[src/rtl/ffm_pkg.sv]
// Shared definitions for the find-first mask generator.
package ffm_pkg;

    // Mode codes; the encoding is visible at the top-level port.
    typedef enum logic [1:0] {
        FFM_BEFORE = 2'b00,  // set active bits below the first element
        FFM_INCL   = 2'b01,  // also set the first element
        FFM_ONLY   = 2'b10,  // set the first element alone
        FFM_KEEP   = 2'b11   // reserved: pass the old destination
    } ffm_mode_e;

endpackage

[src/rtl/ffm_active.sv]
// Active-position and hit decode.
// Marks every position that takes part in the operation and those
// active positions that hold a source 1. Assumes pred_off overrides
// the predicate completely.
module ffm_active #(
    parameter int N = 16
) (
    input  logic [N-1:0] src_mask,
    input  logic [N-1:0] pred_mask,
    input  logic         pred_off,
    output logic [N-1:0] active,
    output logic [N-1:0] hit
);

    // Active set: every position when the predicate is absent.
    assign active = pred_off ? {N{1'b1}} : pred_mask;

    // Hits: source 1s that may be chosen as the first element.
    assign hit = src_mask & active;

endmodule

[src/rtl/ffm_prefix.sv]
// Prefix-OR network.
// Produces, for each position i, the OR of bits 0..i of its input.
// The caller shifts the hit vector up by one so that the result is
// "some hit strictly below i". FAST selects a log-depth parallel
// prefix; otherwise a linear ripple chain is built. Assumes N >= 2.
module ffm_prefix #(
    parameter int N    = 16,
    parameter bit FAST = 1'b1
) (
    input  logic [N-1:0] bits_in,
    output logic [N-1:0] prefix_or
);

    localparam int LVL = (N > 1) ? $clog2(N) : 1;

    if (FAST) begin : g_tree
        logic [N-1:0] stage [0:LVL];

        // Level 0 is the raw input.
        assign stage[0] = bits_in;

        for (genvar k = 0; k < LVL; k++) begin : g_lvl
            for (genvar i = 0; i < N; i++) begin : g_bit
                if (i >= (1 << k)) begin : g_join
                    // Merge with the span that ends 2^k places lower.
                    assign stage[k+1][i] = stage[k][i] | stage[k][i-(1<<k)];
                end else begin : g_pass
                    // Nothing below to merge at this distance.
                    assign stage[k+1][i] = stage[k][i];
                end
            end
        end

        assign prefix_or = stage[LVL];
    end else begin : g_ripple
        // Linear accumulation from bit 0 upward.
        always_comb begin
            logic acc;
            acc = 1'b0;
            for (int i = 0; i < N; i++) begin
                acc          = acc | bits_in[i];
                prefix_or[i] = acc;
            end
        end
    end

endmodule

[src/rtl/ffm_select.sv]
// Per-position result selection.
// Given the active set, the hits, and whether a hit exists strictly
// below each position, forms the next destination bit for the chosen
// mode. Inactive positions and the reserved mode keep dst_old.
module ffm_select
    import ffm_pkg::*;
#(
    parameter int N = 16
) (
    input  ffm_mode_e    mode,
    input  logic [N-1:0] active,
    input  logic [N-1:0] hit,
    input  logic [N-1:0] seen_below,
    input  logic [N-1:0] dst_old,
    output logic [N-1:0] dst_next
);

    logic write_en;

    // Reserved mode writes no position at all.
    assign write_en = (mode != FFM_KEEP);

    for (genvar i = 0; i < N; i++) begin : g_pos
        logic first_here;
        logic before_val;
        logic incl_val;
        logic val;

        // This position is the first active hit.
        assign first_here = hit[i] & ~seen_below[i];
        // Still searching and this is not the hit.
        assign before_val = ~seen_below[i] & ~hit[i];
        // Still searching, or the hit itself.
        assign incl_val   = ~seen_below[i];

        // Mode-dependent value for an active position.
        always_comb begin
            unique case (mode)
                FFM_BEFORE: val = before_val;
                FFM_INCL:   val = incl_val;
                FFM_ONLY:   val = first_here;
                default:    val = dst_old[i];
            endcase
        end

        // Write only active positions in a writing mode.
        assign dst_next[i] = (write_en && active[i]) ? val : dst_old[i];
    end

endmodule

[src/rtl/ffm_mask_gen.sv]
// Predicated find-first mask generator, top level.
// Decodes active positions, finds the lowest active source 1 with a
// prefix-OR network, forms the destination mask for the selected mode
// and registers it. Synchronous active-low reset clears the output.
// Assumes N >= 2.
module ffm_mask_gen
    import ffm_pkg::*;
#(
    parameter int N         = 16,
    parameter bit FAST_SCAN = 1'b1
) (
    input  logic         clk,
    input  logic         rst_n,
    input  logic [N-1:0] src_mask,
    input  logic [N-1:0] pred_mask,
    input  logic         pred_off,
    input  logic [N-1:0] dst_old,
    input  logic [1:0]   mode_sel,
    output logic [N-1:0] dst_mask
);

    logic [N-1:0] active;
    logic [N-1:0] hit;
    logic [N-1:0] hit_up;
    logic [N-1:0] seen_below;
    logic [N-1:0] dst_next;
    ffm_mode_e    mode;

    // Mode code taken from the port.
    assign mode = ffm_mode_e'(mode_sel);

    ffm_active #(.N(N)) u_active (
        .src_mask  (src_mask),
        .pred_mask (pred_mask),
        .pred_off  (pred_off),
        .active    (active),
        .hit       (hit)
    );

    // Shift hits up one place so the prefix means "strictly below".
    assign hit_up = {hit[N-2:0], 1'b0};

    ffm_prefix #(.N(N), .FAST(FAST_SCAN)) u_prefix (
        .bits_in   (hit_up),
        .prefix_or (seen_below)
    );

    ffm_select #(.N(N)) u_select (
        .mode       (mode),
        .active     (active),
        .hit        (hit),
        .seen_below (seen_below),
        .dst_old    (dst_old),
        .dst_next   (dst_next)
    );

    // Output register with synchronous reset.
    always_ff @(posedge clk) begin
        if (!rst_n) begin
            dst_mask <= '0;
        end else begin
            dst_mask <= dst_next;
        end
    end

endmodule

[config.mk]
export PLATFORM = sky130hd
export DESIGN_NAME = ffm_mask_gen
export DESIGN_NICKNAME = d
export VERILOG_FILES = /design/src/rtl/ffm_pkg.sv /design/src/rtl/ffm_active.sv /design/src/rtl/ffm_prefix.sv /design/src/rtl/ffm_select.sv /design/src/rtl/ffm_mask_gen.sv
export SDC_FILE = /design/constraint.sdc
export NUM_CORES = 1
export LEC_CHECK = 0
export BUFFER_PORTS_ARGS = -buffer_cell sky130_fd_sc_hd__buf_2
export CAP_MARGIN = 10
export CORE_UTILIZATION = 43
export DETAILED_ROUTE_END_ITERATION = 10
export PLACE_DENSITY = 0.8
export SYNTH_ARGS = -nofsm -noshare
export SYNTH_HDL_FRONTEND = slang
export SYNTH_HIERARCHICAL = 1
export SYNTH_SLANG_ARGS = --single-unit
[constraint.sdc]
create_clock -name clk -period 1.9 [get_ports clk]
set_input_delay 0.38 -clock clk [delete_from_list [all_inputs] [get_ports clk]]
set_output_delay 0.38 -clock clk [all_outputs]
set_load 0.01 [all_outputs]
# --- After elaboration in Yosys (flattened, before gate mapping) ---
# Cells that the tools add are included.
totals:
  out_inout_bits: 16
  reg_bits: 16
  elab_cells: 160
classes:
  bitwise_logic: 106
  eq_ne: 3
  n_reduce_logical: 17
  mux: 33
op_table:
  columns: ["cell", "count"]
  rows:
  - ["$pmux 1 s3", 16]
  - ["$or 1x1->1", 45]
  - ["$and 1x1->1", 30]
  - ["$not 1->1", 30]
  - ["$and 16x16->16", 1]
  - ["$logic_and 1x1->1", 16]
  - ["$mux 1", 16]
  - ["$mux 16", 1]
  - ["$eq 2x1->1 const B", 1]
  - ["$eq 2x2->1 const B", 1]
  - ["$logic_not 2->1", 1]
  - ["$ne 2x2->1 const B", 1]

# --- Longest topological paths before layout ---
# Gate-level depths: netlist of the first run.
depth:
  ltp_word: 10
  mapped_depth: 10
  depth_no_buf: 9

# --- By module ---
# The synthesis of the first run kept the hierarchy.
modules_own_cells:
  columns: ["module", "cells_per_inst", "area_each_um2", "seq_area_each_um2", "n_inst"]
  rows:
  - ["ffm_select", 117, 696.9, 0.0, 1]
  - ["ffm_mask_gen", 34, 450.4, 320.3, 1]
  - ["ffm_active", 35, 254.0, 0.0, 1]
  - ["ffm_prefix", 23, 172.7, 0.0, 1]

# --- Worst setup path before layout of the first run ---
# Ideal clock, no wire load.
synth_timing:
  path_type: "input to register"
  startpoint: "in pred_off"
  endpoint: "reg dst_mask[15]"
  arrival_time_ns: 1.992
  cell_stages: 9
  path_buffers: 1
  slack_ns: -0.149
  path_cell_list: "buf_6 > o21a_1 > nor4_2 > nand4_2 > or3_1 > nand2b_1 > o21ai_1 > a221o_1 > and2_2"
synth_via:
  elab_chain_len: 10
  elab_cells_between_ends: 23
  classes_between: "mux (3); bitwise (19); reduce/logical (1)"
synth_lines:
  columns: ["item", "line_no", "text"]
  rows:
  - ["from (decl)", "ffm_mask_gen.sv:16", "input logic pred_off,"]
  - ["$mux 16 *", "ffm_active.sv:16", "assign active = pred_off ? {N{1'b1}} : pred_mask;"]
  - ["$and 16x16->16 *", "ffm_active.sv:19", "assign hit = src_mask & active;"]
  - ["named net hit[5]", "ffm_mask_gen.sv:23", "logic [N-1:0] hit;"]
  - ["$or 1x1->1 * (4 in a row)", "ffm_prefix.sv:26", "assign stage[k+1][i] = stage[k][i] | stage[k][i-(1<<k)];"]
  - ["named net seen_below[15]", "ffm_mask_gen.sv:25", "logic [N-1:0] seen_below;"]
  - ["$not 1->1 *", "ffm_select.sv:30, ffm_select.sv:32, ffm_select.sv:34", null]
  - ["$and 1x1->1, on equally long branches", "ffm_select.sv:30, ffm_select.sv:32", null]
  - ["$pmux 1 s3 *", "ffm_select.sv:38", "unique case (mode)"]
  - ["$mux 1 *", "ffm_select.sv:47", "assign dst_next[i] = (write_en && active[i]) ? val : dst_old[i];"]
  - ["named net dst_next[15]", "ffm_mask_gen.sv:26", "logic [N-1:0] dst_next;"]
  - ["to (signal assigned)", "ffm_mask_gen.sv:62", "dst_mask <= dst_next;"]
  - ["to (decl)", "ffm_mask_gen.sv:19", "output logic [N-1:0] dst_mask"]
# Mark *: on every way through the listed nets, which the timed path passes. The rest lies on a longest branch.
# A chain may end at the register's enable or synchronous reset.

# --- Worst setup path in the final report of the first run ---
# Ends and elaborated chain as after synthesis.

==> run_results.csv, run 1 <==
group,metric,value,unit
outcome,outcome,"finished with violations",
outcome,violations,"setup timing",
min_path,hp-start,"rst_n",
min_path,hp-class,"in2reg",
timing,fin_ws,-44.8,ps
synth,yosysMostFrequentCell,"nand2b_1",
clocking,cts_max_level,1,
synth,ys_top_cells_by_area,"dfxtp_1 (20%), nand2b_1 (12%), a221o_1 (10%)",
synth,ys_seq_area_frac,0.203,
die,die_area,3910,sq um
setup_path,cp.required,2120,ps
synth,yosysWarnings,6,
synth,syn_inst,209,
placement,portBuffers,68,
synth,netlist_area,1570,sq um
setup_path,crit_chain,"buf_12, buf_6, o21a_1, nor4_2, nand4_2, or3_4, nand2b_4, o21ai_2, a221o_1, and2_4",
synth,synth_edf_count,0,
die,core_area,3420,sq um
synth,yosys.area.top_type_share,0.203,
timing,setup_violations,2,
clocking,cts_sinks,16,
synth,synth.distinct_cells,30,
die,start_util,0.461,
setup_path,cp_slowest_stage_delay,350,ps
timing,timing.fmax,0.514,GHz
timing,final.setup.tns,-68.7,ps
synth,async_flop_share,0,
grt,antenna_found_initial,0,
setup_path,worstSetupPathType,"in2reg",
timing,worst_pin_slew,626,ps
synth,synth_mux_area_frac,0,
placement,hpwl,3.09,mm
power,vdd_drop_max,187,uV
timing,period_minus_slack,1940,ps
grt,grt_max_degree,33,
synth,synth_common_cells,"nand2b_1 (31), nor2_1 (18), nand2_1 (17)",
synth,synth_fa_ha_area_frac,0,
finish,largest_reg_flops,16,
synth,synth_top_family_by_area,"simple AND/OR/NAND/NOR gates",
setup_path,startpoint_type,"input port",
synth,yosys.area_share.simple,0.495,
route,ant_nets,0,
route,drt-initial-drc-count,76,
setup_path,worst_setup_path_end_kind,"register",
route,wl_per_cell,12.3,um
power,p_leak,1.07,nW
setup_path,arrival,2170,ps
clocking,cts_buffers,3,
synth,yosysTopAreaCell,"dfxtp_1",
synth,synth_xor_area_frac,0,
timing,relSlewSlack,0.583,
finish,top_register,"dst_mask",
route,dr.pass1.iters,5,
clocking,cts_root_buffer,"clkbuf_4",
clocking,cts_tree,"yes",
grt,grt_pass1_vias,1466,
grt,grt.total_usage,0.199,
timing,slew_violations,0,
route,vias,1743,
synth,synth_ff_type,"dfxtp_1",
finish,top_regs,"dst_mask: 16 flops",
synth,synth-compound-area-share,0.232,
finish,seq_area,320,sq um
die,die_w,62.5,um
setup_path,crit_path_start,"pred_off",
clocking,clk_pin_slew_worst_paths,100,ps
timing,worst_hold_slack,461,ps
run,drv_cap,0,
finish,drive_above_1_share,0.464,
placement,gp_congestion,0.883,
finish,syn_to_final_growth,44.8,%
grt,grt_pass1_wl,6.34,mm
route,routed_wl,4.18,mm
grt,grt_overflow_total,0,
finish,diodes,0,
synth,syn_area_per_cell,7.53,sq um
die,fp.dieH,62.5,um
synth,ys_ff_latch,16,
die,ios,69,
power,p_per_area,412,nW/um^2
setup_path,slowest_stage,"or3_4",
finish,nNetsFinal,347,
route,viasPerCell,5.14,
timing,hold_viol_final,0,
clocking,hold_buffers,0,
route,drc,0,
timing,fin_crit_sh,1.02,
timing,rsz0062_at_grt,"true",
setup_path,worst-path-max-fanout,8,
clocking,clockBufferDepth,2,
finish,nFillCells,302,
die,rows,21,
finish,multi_input_area,1310,sq um
==> placed cells by master, fill, tap and decap left out, drive strengths merged <==
cell type and instances:
nand2b 31, conb 4, o21ai 15, nor2 18
buf 88, nor4 5, a32o 1, nor2b 16
a221o 16, nand3b 1, or3 2, or2 19
nand2 17, o21a 16, clkbuf 4, nand4 2
or2b 1, inv 4, nand3 1, dfxtp 16
and2 16
==> worst paths after layout <==
kind | to | slack, ps | depth (start not counted)
worst max-delay path | dst_mask[15] | -40 | 10
worst min-delay path | dst_mask[11] | 460 | 2
==> area by class of cell <==
| cell class | instances | share of cell area |
|---|---|---|
| clock buffer | 4 | 0.0159 |
| inverter | 4 | 0.00659 |
| multi-input combinational | 181 | 0.573 |
| sequential | 16 | 0.141 |
| tap | 46 | 0.0253 |
| timing repair buffer | 88 | 0.238 |
==> per-layer routing <==
metal	global-route usage	vias to the layer above	part of all wire
li1	-	882	-
met1	0.249	798	0.44
met2	0.364	59	0.50
met3	0.0182	4	0.052
met4	0.0436	0	0.0074
met5	0	-	0
==> power by group <==
part	internal [mW]	total [mW]	switching, mW
Sequential	0.353	0.357	0.00397
Clock	0.116	0.216	0.100
Combinational	0.190	0.364	0.174
==> timing repair <==
action                                 in CTS  in global routing
setup endpoints to repair                   8                  9
pin swaps                                  16                 17
resized for setup                          14                 15
setup buffers                               1                  0
gates cloned                                2                  0
endpoints found under the hold margin       0                  0
==> stage by stage <==
step	utilization	setup slack, ps	instance area [sq um]	power (mW)	instances
2_1_floorplan	-	-87.5	1650	0.565	212
3_3_place_gp	0.609	-465	2080	0.684	332
3_5_place_dp	0.609	-470	2080	0.689	332
4_1_cts	0.650	-70.0	2220	0.928	339
5_1_grt	0.667	-103	2280	0.994	339
6_report	0.667	-44.8	2280	0.938	339
==> worst max-delay path: cells and delay by family <==
family	cells	cell delay [ps]
AO/OA/AOI/OAI	3	480
buffers and inverters	2	230
AND/OR/NAND/NOR	5	1070
==> kinds of logic (layout without fill, tap and decap cells) <==
kind of cell / Yosys count / after routing
buffers and inverters: 15 / 96
AND/OR/NAND/NOR: 129 / 129
AO/OA/AOI/OAI: 48 / 48
other: 1 / 4
flip-flops: 16 / 16
Power figures use the tool's default switching activity.
==> run 2: changes to the inputs <==
==> constraint.sdc (replaced) <==
create_clock -name clk -period 1.9 [get_ports clk]
set_input_delay 0.095 -clock clk [delete_from_list [all_inputs] [get_ports clk]]
set_output_delay 0.095 -clock clk [all_outputs]
set_load 0.01 [all_outputs]
==> run 2 against run 1 <==
  * The run now ends clean
  * Sequential share of layout area grew 1.6 points
  * Clock power shrank 25%
  * Clock-buffer cell count shrank 1
  * Setup slack gained 180 ps
  * Non-clock buffer count shrank 4
  * Critical path depth is the same
  * Sequential power is essentially flat
  * Final area shrank 10%
  * Core utilization shrank 6.8 points
  * Fmax grew 10%
  * Global-route usage grew 0.40 points
  * Critical path type unchanged
  * Largest power group is now registers
==> run_results.csv, run 2 (synthesis gave the netlist of run 1 again) <==
group,metric,value,unit
finish,drive_above_1_share,0.378,
die,die_area,3910,sq um
finish,top_regs,"dst_mask: 16 flops",
die,core_area,3420,sq um
route,wl_per_cell,11.4,um
outcome,outcome,"completed",
power,p_per_area,410,nW/um^2
route,ant_nets,0,
die,die_w,62.5,um
route,vias,1680,
grt,grt_pass1_vias,1604,
route,routed_wl,3.80,mm
route,drt-initial-drc-count,75,
setup_path,slowest_stage,"nor4_4",
grt,grt_max_degree,33,
clocking,cts_buffers,3,
power,p_comb_frac,0.383,
finish,syn_to_final_growth,30.0,%
power,internal_power,0.593,mW
setup_path,path_buf_inv,2,
die,fp.dieH,62.5,um
setup_path,worstSetupPathType,"in2reg",
setup_path,crit_chain,"buf_4, o21a_4, nor4_4, buf_4, nand4_2, or3_1, nand2b_1, o21ai_1, a221o_1, and2_2",
timing,worst_pin_slew,548,ps
power,switchingPower,0.246,mW
finish,finish.utilization,0.599,
grt,grt_overflow_total,0,
finish,final_common_cell,"buf_2",
power,vdd_drop_max,155,uV
die,ios,69,
timing,hold_viol_final,0,
placement,portBuffers,68,
setup_path,cp_slowest_stage_delay,350,ps
run,drv_cap,0,
setup_path,startpoint_type,"input port",
finish,top_register,"dst_mask",
clocking,clockBufferDepth,2,
timing,slew_violations,0,
setup_path,critPathTopFamily,"simple AND/OR/NAND/NOR gates",
setup_path,cp.required,2120,ps
grt,antenna_found_initial,0,
finish,largest_reg_flops,16,
placement,hpwl,3.01,mm
timing,fin_crit_sh,0.931,
clocking,hold_buffers,0,
timing,setup_violations,0,
power,clock_power_share,0.192,
finish,diodes,0,
clocking,cts_tree,"yes",
power,total_power,0.838,mW
power,p_leak,0.911,nW
grt,grt_pass1_wl,6.60,mm
finish,mostFrequentLayoutCells,"buf_2 (67), nand2b_1 (31), nor2_1 (18), buf_4 (17), nand2_1 (17)",
setup_path,worst-path-max-fanout,21,
setup_path,worst_setup_path_end_kind,"register",
setup_path,crit_top_cell,"buf_4",
timing,relSlewSlack,0.635,
clocking,cts_sinks,16,
placement,gp_congestion,0.891,
clocking,cts_max_level,1,
die,rows,21,
route,dr.pass1.iters,4,
route,viasPerCell,5.03,
die,start_util,0.461,
min_path,hp-class,"in2reg",
clocking,clk_pin_slew_worst_paths,80,ps
power,seq_power_share,0.425,
timing,period_minus_slack,1770,ps
route,drc,0,
setup_path,arrival,1990,ps
clocking,cts_root_buffer,"clkbuf_4",
finish,nNetsFinal,343,
timing,timing.fmax,0.565,GHz
power,swShare,0.293,
grt,grt.total_usage,0.203,
run 2: layout make-up:
type / instances / area [sq um]
repair buffers: 84 / 463
clock buffers: 3 / 22.5
multi-input cells: 181 / 1170
fillers: 348 / 1370
flip-flops and latches: 16 / 320
inverters: 4 / 15.0
well taps: 46 / 57.6
run 2: path summary, 6_finish.rpt:
path,start,end,slack (ps),depth (start not counted)
max,pred_off,dst_mask[15],130,10
min,rst_n,dst_mask[9],190,2
run 2: power by group through the flow:
stage                     Sequential (mW)  Clock, mW  Combinational (mW)
after floorplan                     0.376          0               0.181
after global placement              0.365          0               0.306
after detailed placement            0.365          0               0.311
after CTS                           0.357      0.169               0.313
after global routing                0.359      0.188               0.356
final                               0.357      0.161               0.321
run 2: routing by layer:
| metal | wire (um) | vias up | global-route usage | share of wire |
|---|---|---|---|---|
| met5 | 0 | - | 0 | 0 |
| met4 | 48 | 0 | 0.0581 | 0.013 |
| met3 | 248 | 6 | 0.0146 | 0.065 |
| met2 | 1860 | 55 | 0.367 | 0.49 |
| met1 | 1640 | 742 | 0.256 | 0.43 |
| li1 | - | 877 | - | - |
run 2: through the flow:
| stage | setup WS [ps] | hold slack [ps] | area [sq um] | instances | setup TNS [ps] |
|---|---|---|---|---|---|
| floorplan | 136 | 231 | 1590 | 212 | 0 |
| detailed placement | -125 | 477 | 2000 | 329 | -845 |
| global placement | -115 | 473 | 2000 | 329 | -462 |
| finish | 131 | 192 | 2050 | 334 | 0 |
| global route | -24.7 | 195 | 2050 | 334 | -25.7 |
| CTS | 143 | 178 | 2020 | 332 | 0 |
run 2: timing repair:
item	in CTS	in global routing
endpoints found under the hold margin	0	0
gates resized for setup	0	4
buffers inserted	0	2
setup endpoints to repair	0	7
==> run 3: changes to the inputs <==
--- a/config.mk
+++ b/config.mk
@@ -8,6 +8,7 @@
 export BUFFER_PORTS_ARGS = -buffer_cell sky130_fd_sc_hd__buf_2
 export CAP_MARGIN = 10
 export CORE_UTILIZATION = 43
+export CTS_CLUSTER_DIAMETER = 200
 export DETAILED_ROUTE_END_ITERATION = 10
 export PLACE_DENSITY = 0.8
 export SYNTH_ARGS = -nofsm -noshare
==> constraint.sdc (replaced) <==
create_clock -name clk -period 1.5 [get_ports clk]
set_input_delay 0.075 -clock clk [delete_from_list [all_inputs] [get_ports clk]]
set_output_delay 0.075 -clock clk [all_outputs]
set_load 0.01 [all_outputs]
==> run 3 against run 2 <==
  * The flow now finishes with violations (setup timing)
  * Largest cell class unchanged
  * Wire length rose by 24%
  * Clock-buffer cell count stayed put
  * Highest routed layer unchanged
  * Largest power group is now combinational cells
  * Die area stayed put
  * Critical path type unchanged
  * Setup slack got worse by 320 ps
  * Sequential power increased by 27%
==> run_results.csv, run 3 (synthesis gave the netlist of run 1 again) <==
group,metric,value,unit
clocking,clk_pin_slew_worst_paths,90,ps
timing,period_minus_slack,1690,ps
setup_path,arrival,1920,ps
route,vias,1807,
finish,drive_above_1_share,0.481,
grt,antenna_found_initial,0,
setup_path,startpoint_type,"input port",
route,drc,0,
setup_path,worstSetupPathType,"in2reg",
grt,grt_overflow_total,0,
route,routed_wl,4.69,mm
finish,syn_to_final_growth,49.8,%
finish,top_regs,"dst_mask: 16 flops",
finish,nNetsFinal,352,
clocking,cts_max_level,1,
outcome,violations,"setup timing",
power,vdd_drop_max,246,uV
finish,largest_reg_flops,16,
grt,grt_max_degree,33,
die,ios,69,
finish,mostFrequentLayoutCells,"buf_2 (66), nand2b_1 (20), buf_4 (19), nor2_1 (17), nand2_1 (17)",
route,viasPerCell,5.27,
clocking,cts_sinks,16,
finish,seq_area,320,sq um
route,wl_per_cell,13.7,um
clocking,cts_root_buffer,"clkbuf_4",
grt,grt.total_usage,0.238,
clocking,cts_tree,"yes",
die,start_util,0.461,
setup_path,worst-path-max-fanout,7,
route,drt-initial-drc-count,108,
setup_path,cp.required,1730,ps
power,total_power,1.17,mW
placement,portBuffers,68,
finish,multi_input_area,1340,sq um
die,core_area,3420,sq um
min_path,hp-class,"in2reg",
finish,design_area,2360,sq um
die,die_w,62.5,um
route,dr.pass1.iters,4,
timing,fin_crit_sh,1.13,
timing,fin_ws,-189,ps
placement,gp_congestion,0.878,
finish,final_common_cell,"buf_2",
run,drv_cap,0,
timing,relSlewSlack,0.586,
timing,worst_pin_slew,621,ps
grt,grt_pass1_wl,7.35,mm
power,p_per_area,498,nW/um^2
timing,rsz0062_at_grt,"true",
die,die_area,3910,sq um
setup_path,worst_setup_path_end_kind,"register",
placement,hpwl,3.36,mm
timing,slew_violations,0,
clocking,hold_buffers,0,
placement,placed_area,2120,sq um
clocking,clockBufferDepth,2,
outcome,outcome,"finished with violations",
clocking,cts_buffers,3,
power,p_leak,1.13,nW
finish,diodes,0,
finish,nFillCells,269,
finish,top_register,"dst_mask",
timing,timing.fmax,0.592,GHz
die,rows,21,
grt,grt_pass1_vias,1595,
die,fp.dieH,62.5,um
timing,setup_violations,10,
timing,hold_viol_final,0,
route,ant_nets,0,
[run 3: cell types whose count changed in the layout (fill, tap and decap cells not counted), moves of 2 or more]
| cell | delta |
|---|---|
| nand2b_4 | +11 |
| o21a_4 | +3 |
| buf_4 | +2 |
| o21ai_2 | +9 |
| buf_12 | +2 |
| o21a_1 | -3 |
| o21ai_1 | -8 |
| nand2b_1 | -11 |
| buf_6 | +5 |
[run 3: path summary, 6_finish.rpt]
kind,end,slack (ps),cells after the start,start
worst max-delay path,dst_mask[15],-190,10,pred_off
worst min-delay path,dst_mask[11],180,2,rst_n
[run 3: layout make-up]
| type | count | share of cell area |
|---|---|---|
| clock buffers | 3 | 0.00955 |
| inverters | 4 | 0.00637 |
| well taps | 46 | 0.0244 |
| flip-flops and latches | 16 | 0.136 |
| repair buffers | 93 | 0.255 |
| multi-input cells | 181 | 0.569 |
[run 3: power breakdown]
part | internal, mW | switching, mW
clock | 0.0931 | 0.128
combinational | 0.262 | 0.238
sequential | 0.448 | 0.00564
[run 3: per-layer routing]
metal  share of wire  GRT usage  up-vias  routed length (um)
li1                -          -      899                   -
met2            0.49      0.409       72                2310
met5               0          0        -                   0
met1            0.43      0.298      828                2020
met4           0.018     0.0901        0                  85
met3           0.058     0.0328        8                 272
[run 3: repair_timing]
action | in CTS | in global routing
pin swaps | 12 | 14
resized for setup | 13 | 19
setup buffers | 3 | 1
setup endpoints to repair | 8 | 11
gates cloned | 1 | 0
[run 3: worst max-delay path, cell delays in order]
cell	delay (ps)
buf_12	120
o21a_4	210
nor4_4	340
buf_4	200
nand4_4	100
or3_1	330
nand2b_4	170
o21ai_2	100
a221o_1	140
and2_4	130
[run 3: stage by stage]
stage	instances	TNS (ps)	hold WS (ps)	utilization	setup slack (ps)
5_1_grt	343	-1500	161	0.690	-239
6_report	343	-907	181	0.690	-189
4_1_cts	342	-854	172	0.664	-182
3_3_place_gp	335	-4910	467	0.622	-498
3_5_place_dp	335	-6030	468	0.622	-592
2_1_floorplan	212	-1190	211	-	-180
